`src/rtl/mcx_pkg.sv`:
```
package mcx_pkg;
   typedef enum logic [1:0] {
      ST_ZERO   = 2'd0,
      ST_PAIR_F = 2'd1,
      ST_PAIR_R = 2'd2,
      ST_BAD    = 2'd3
   } mcx_state_e;
endpackage

```
`src/rtl/mcx_role_dec.sv`:
```
// Maps a 60-degree segment index to the physical phases holding the
// lead (different sign, largest), fall and rise roles.
module mcx_role_dec #(
   parameter int SEG_W = 3,
   parameter int N_SEG = 6,
   parameter int PH_W  = 2
) (
   input  logic [SEG_W-1:0] seg_i,
   output logic [PH_W-1:0]  lead_o,
   output logic [PH_W-1:0]  fall_o,
   output logic [PH_W-1:0]  rise_o,
   output logic             ok_o
);
   logic [SEG_W-1:0] res;

   always_comb begin
      res    = seg_i % SEG_W'(3);
      ok_o   = (int'(seg_i) < N_SEG);
      lead_o = '0;
      fall_o = PH_W'(1);
      rise_o = PH_W'(2);
      case (res)
         SEG_W'(0): begin lead_o = PH_W'(0); fall_o = PH_W'(1); rise_o = PH_W'(2); end
         SEG_W'(1): begin lead_o = PH_W'(2); fall_o = PH_W'(0); rise_o = PH_W'(1); end
         SEG_W'(2): begin lead_o = PH_W'(1); fall_o = PH_W'(2); rise_o = PH_W'(0); end
         default:   begin lead_o = PH_W'(0); fall_o = PH_W'(1); rise_o = PH_W'(2); end
      endcase
   end
endmodule

```
`src/rtl/mcx_conn_build.sv`:
```
// Builds the one-hot-per-output connection word from decoded roles.
module mcx_conn_build
   import mcx_pkg::*;
#(
   parameter int N_PH = 3,
   parameter int PH_W = 2
) (
   input  logic [PH_W-1:0]      lead_i,
   input  logic [PH_W-1:0]      fall_i,
   input  logic [PH_W-1:0]      rise_i,
   input  logic [PH_W-1:0]      od_i,
   input  mcx_state_e           code_i,
   input  logic                 pol_p_i,
   input  logic                 ok_i,
   output logic [N_PH*N_PH-1:0] word_o
);
   logic [PH_W-1:0] other;
   assign other = (code_i == ST_PAIR_F) ? fall_i : rise_i;

   for (genvar o = 0; o < N_PH; o++) begin : g_out
      logic [PH_W-1:0] src;
      always_comb begin
         if (!ok_i || code_i == ST_BAD) begin
            src = '0;
         end else if (code_i == ST_ZERO) begin
            src = lead_i;
         end else if (od_i == PH_W'(o)) begin
            src = pol_p_i ? lead_i : other;
         end else begin
            src = pol_p_i ? other : lead_i;
         end
      end
      for (genvar i = 0; i < N_PH; i++) begin : g_in
         assign word_o[o*N_PH+i] = (src == PH_W'(i));
      end
   end
endmodule

```
`src/rtl/mcx_switch_map.sv`:
```
module mcx_switch_map
   import mcx_pkg::*;
#(
   parameter int SEG_W     = 3,
   parameter int N_SEG     = 6,
   parameter int N_PH      = 3,
   parameter bit EVEN_IS_P = 1'b1
) (
   input  logic                 clk,
   input  logic                 rst_n,
   input  logic                 upd_i,
   input  logic [SEG_W-1:0]     in_seg_i,
   input  logic [SEG_W-1:0]     out_seg_i,
   input  logic [1:0]           code_i,
   output logic [N_PH*N_PH-1:0] gate_o
);
   localparam int PH_W = $clog2(N_PH);
   localparam int NG   = N_PH * N_PH;

   function automatic logic [NG-1:0] park_word();
      logic [NG-1:0] w;
      w = '0;
      for (int o = 0; o < N_PH; o++) w[o*N_PH] = 1'b1;
      return w;
   endfunction

   localparam logic [NG-1:0] PARK = park_word();

   if (N_PH != 3) begin : g_bad_ph
      $error("mcx_switch_map: N_PH must be 3");
   end
   if (N_SEG != 6 || (1 << SEG_W) < N_SEG) begin : g_bad_seg
      $error("mcx_switch_map: segment parameters inconsistent");
   end

   logic [PH_W-1:0] i_lead, i_fall, i_rise;
   logic [PH_W-1:0] o_lead, o_fall, o_rise;
   logic            i_ok, o_ok, pol_p;
   logic [NG-1:0]   nxt;

   mcx_role_dec #(.SEG_W(SEG_W), .N_SEG(N_SEG), .PH_W(PH_W)) in_dec_i (
      .seg_i(in_seg_i), .lead_o(i_lead), .fall_o(i_fall), .rise_o(i_rise), .ok_o(i_ok));

   mcx_role_dec #(.SEG_W(SEG_W), .N_SEG(N_SEG), .PH_W(PH_W)) out_dec_i (
      .seg_i(out_seg_i), .lead_o(o_lead), .fall_o(o_fall), .rise_o(o_rise), .ok_o(o_ok));

   if (EVEN_IS_P) begin : g_pol_even
      assign pol_p = ~out_seg_i[0];
   end else begin : g_pol_odd
      assign pol_p = out_seg_i[0];
   end

   mcx_conn_build #(.N_PH(N_PH), .PH_W(PH_W)) build_i (
      .lead_i(i_lead), .fall_i(i_fall), .rise_i(i_rise),
      .od_i(o_lead), .code_i(mcx_state_e'(code_i)), .pol_p_i(pol_p),
      .ok_i(i_ok & o_ok), .word_o(nxt));

   always_ff @(posedge clk or negedge rst_n) begin
      if (!rst_n)     gate_o <= PARK;
      else if (upd_i) gate_o <= nxt;
   end

   logic unused_roles;
   assign unused_roles = ^{o_fall, o_rise};
endmodule

```
`config.mk`:
```
export PLATFORM = sky130hd
export DESIGN_NAME = mcx_switch_map
export DESIGN_NICKNAME = d
export VERILOG_FILES = /design/src/rtl/mcx_pkg.sv /design/src/rtl/mcx_role_dec.sv /design/src/rtl/mcx_conn_build.sv /design/src/rtl/mcx_switch_map.sv
export SDC_FILE = /design/constraint.sdc
export NUM_CORES = 1
export LEC_CHECK = 0
export ABC_CLOCK_PERIOD_IN_PS = 1300
export BUFFER_PORTS_ARGS = -buffer_cell sky130_fd_sc_hd__buf_2
export CORE_MARGIN = 2
export CORE_UTILIZATION = 41
export DETAILED_ROUTE_END_ITERATION = 7
export SLEW_MARGIN = 10
export SYNTH_ARGS = -nofsm -noshare
export SYNTH_HDL_FRONTEND = slang
export SYNTH_SLANG_ARGS = --single-unit
export TNS_END_PERCENT = 10
```
`constraint.sdc`:
```
create_clock -name clk -period 1.3 [get_ports clk]
set_input_delay 0.065 -clock clk [delete_from_list [all_inputs] [get_ports clk]]
set_output_delay 0.065 -clock clk [all_outputs]
set_load 0.02 [all_outputs]
```
==> out/summary.md <==
The run finished, with violations left. The checks that failed: setup timing. The worst setup path is captured at a flop. The first-iteration detailed-routing DRC count is 28, and the total iterations of the first detailed-routing run is 4. Hold is met by 0.186 ns. The dominant cell by count in the synthesized netlist was nor2_1. The tools report the worst slew slack as a fraction of its limit as 70.8%. For the DRC violations left, the log shows 0. Dividing the detail-routed via count by the number of cells gives 5.58.

The sequential element share of the synthesized area was 26.1%. The floorplan step defined a die boundary enclosing 2530 um2. Setup violations remaining at the end of the flow were counted as 9. The worst-case vdd ir drop came out at 0.000593 V. The power density normalized to cell area is 797 nW/um2, and the overall power of the completed layout is 1.06 mW. Gate count after technology mapping: 105.

The cell area after technology mapping was 877 um2. After synthesis, the mean cell area works out to 8.35 um2. The number of pins exceeding their max-slew limit in the final report was 0; the clock slew at the register clock pins of the worst setup and hold paths was 0.06 ns. Yosys mapped the design onto 43 distinct sky130hd cell types. 0 antenna diodes ended up in the layout. In the post-synthesis netlist, the biggest area contributors are dfrtp_1, dfstp_2, ha_1, nand2b_1, a221oi_2. The tools report the starting density of the core as 44.3%. The core region is 1980 um2.

The vertical die dimension was 50.3 um. The worst hold path belongs to the class in2async. The first global-routing pass estimated 4.31 mm of wire.

In this run the core area contains 16 standard-cell rows. Setup repair after global routing could not meet its margin everywhere. The tools report the top achievable clock speed as 558 MHz. For this block, the routed nets add up to 2.49 mm of wire.

After detailed routing, the average wire length per cell comes to 14.5 um. The tools report the maximum number of pins on one net before global-route repair as 12. The tools report the sum of negative setup slack as -3.99 ns.

The critical path is of the in2reg type. The smallest clock period supported by the final layout is computed as 1.79 ns. Among all flip-flop cells after synthesis, the most frequent one is dfrtp_1.

The number of buffers on the longest clock path is 2. The final cycle utilization of the critical path works out to 138%. The clock skew after layout came out at 0 ns. The number of clock sinks was 9; the number of levels in the clock H-tree was 1.

In this run the count of I/O pins placed on the die edge is 20. The quantity of I/O buffers inserted on ports was 19; the placer congestion estimate was 0.815. When the netlist entered floorplanning its net count stood at 120. Yosys printed 0 warnings. Measured on the finished design, the core utilization comes to 67.2%. The number of clock buffers added by TritonCTS is 3.

At the end of the flow, the number of nets in the layout was 160. Across all layers, the routed design uses 954 vias. Before CTS, the worst setup slack after placement is -0.882 ns. The fraction of final layout cells with drive strength greater than 1 works out to 50.7%. The top cell type by total area after synthesis was dfrtp_1. STA puts the critical path data arrival time at 1.96 ns.

The number of global-route vias before repair came out at 946. After synthesis, the most frequently instantiated cells are nor2_1, nand2b_1, a21oi_1, nand2_1, dfrtp_1. The largest registers in the layout are gate_o: 9 flops. The run gives 0 as the total overflow reported by the global router. The analysis attributes to cell leakage a power of 0.576 nW. The tools report the global-route total usage across every layer as 22.5%. The register with the most flip-flops in the layout has 9 of them. The register bank with the most flops is gate_o.

The root buffer cell chosen for the clock tree is clkbuf_4. TritonCTS built the clock tree. The area share of the largest cell type after synthesis is 17.1%. Counting flops with an async set or reset pin after synthesis yields a share of 100%. STA classifies the critical path startpoint as an input port. The run gives 0 as the number of nets with antenna violations after detailed routing. Summed over all nets, the half-perimeter wirelength after detailed placement is 1.76 mm.

The initial antenna violation count was 0; the required time of the critical path was 1.47 ns. Across the run, the number of max-cap violations was 0. The number of enable-type register cells in the synthesized netlist is 0, and the die extent in x is 50.3 um.

The clock reaches the later pin of the worst-skew pair after 0.25 ns. The hold violation count in the final report was 0; the area added between synthesis and finish was 51.8%. The pin slew with the least headroom to its limit is 0.433 ns. For the post-layout worst setup margin, the log shows -0.492 ns.

The synthesized design contains 9 register bits. In this run the worst path has a maximum fanout of 4.
-- layout by cell type, fill, tap and decap left out, types with 4 or more instances in the layout --
master / count
buf_4: 18
nand2b_1: 7
nor2_1: 8
a21oi_1: 4
dfrtp_1: 6
inv_1: 5
o21ai_0: 4
nand2_1: 6
buf_2: 17
-- stage by stage --
| stage | area, um2 | instances |
|---|---|---|
| final | 1330 | 171 |
| after floorplan | 921 | 105 |
| after detailed placement | 1170 | 165 |
| after global placement | 1170 | 165 |
| after CTS | 1310 | 171 |
| after global routing | 1330 | 171 |
-- worst max-delay path, cell delays in order --
cell	delay, ns
buf_8	0.10
nor2b_4	0.13
ha_4	0.16
ha_4	0.22
or4b_4	0.50
a21oi_4	0.21
or2_4	0.17
buf_12	0.11
buf_6	0.09
nor2_1	0.04
a21oi_2	0.11
a221oi_2	0.06
-- cells by family (layout without fill, tap and decap cells) --
logic type | Yosys count | after routing | synth area share (%)
xor gates and xnor gates | 1 | 1 | 0.999
AOI/OAI and AO/OA | 36 | 36 | 31.2
DFF | 9 | 9 | 26.1
muxes | 1 | 1 | 1.14
and+or+nand+nor | 44 | 44 | 29.7
buffers and inverters | 10 | 49 | 5.14
adders and majority gates | 4 | 4 | 5.71
-- layer usage --
layer,track usage (%),wire length [um]
met5,0,0
met4,3.70,4
met3,5.65,147
met2,38.4,1250
met1,28.9,1080
-- final cells by class --
type                            instances  area, um2
Clock buffer                            4       26.3
Fill cell                             187        651
Inverter                                5       18.8
Multi-Input combinational cell         86        736
Sequential cell                         9        229
Tap cell                               27       33.8
Timing Repair Buffer                   40        288
-- report_power, final --
group / internal (mW) / leakage, nW / switching (mW)
logic: 0.237 / 0.449 / 0.276
clock network: 0.118 / 0.0150 / 0.0943
registers: 0.321 / 0.112 / 0.0144
total: 0.676 / 0.576 / 0.385
-- repair_timing --
item                                    4_1_cts  5_1_grt
endpoints found under the setup margin        9        9
gates resized for setup                      14        7
endpoints found under the hold margin         9        0
pin swaps                                    12        3
setup buffers                                 1        0
hold buffers                                  1        0
-- path summary, 6_finish.rpt --
| path | startpoint | endpoint | slack, ns | depth (start not counted) |
|---|---|---|---|---|
| setup / recovery | in_seg_i[1] | gate_o[0] | -0.49 | 12 |
| hold / removal | rst_n | gate_o[4] | 0.19 | 2 |
| setup reg to reg | gate_o[6] | gate_o[6] | 0.47 | 2 |
| hold reg to reg | gate_o[2] | gate_o[2] | 0.50 | 2 |
| max in group asynchronous | rst_n | gate_o[6] | 0.87 | 2 |
| min in group clk | code_i[1] | gate_o[0] | 0.19 | 3 |
Power figures use the tool's default switching activity.
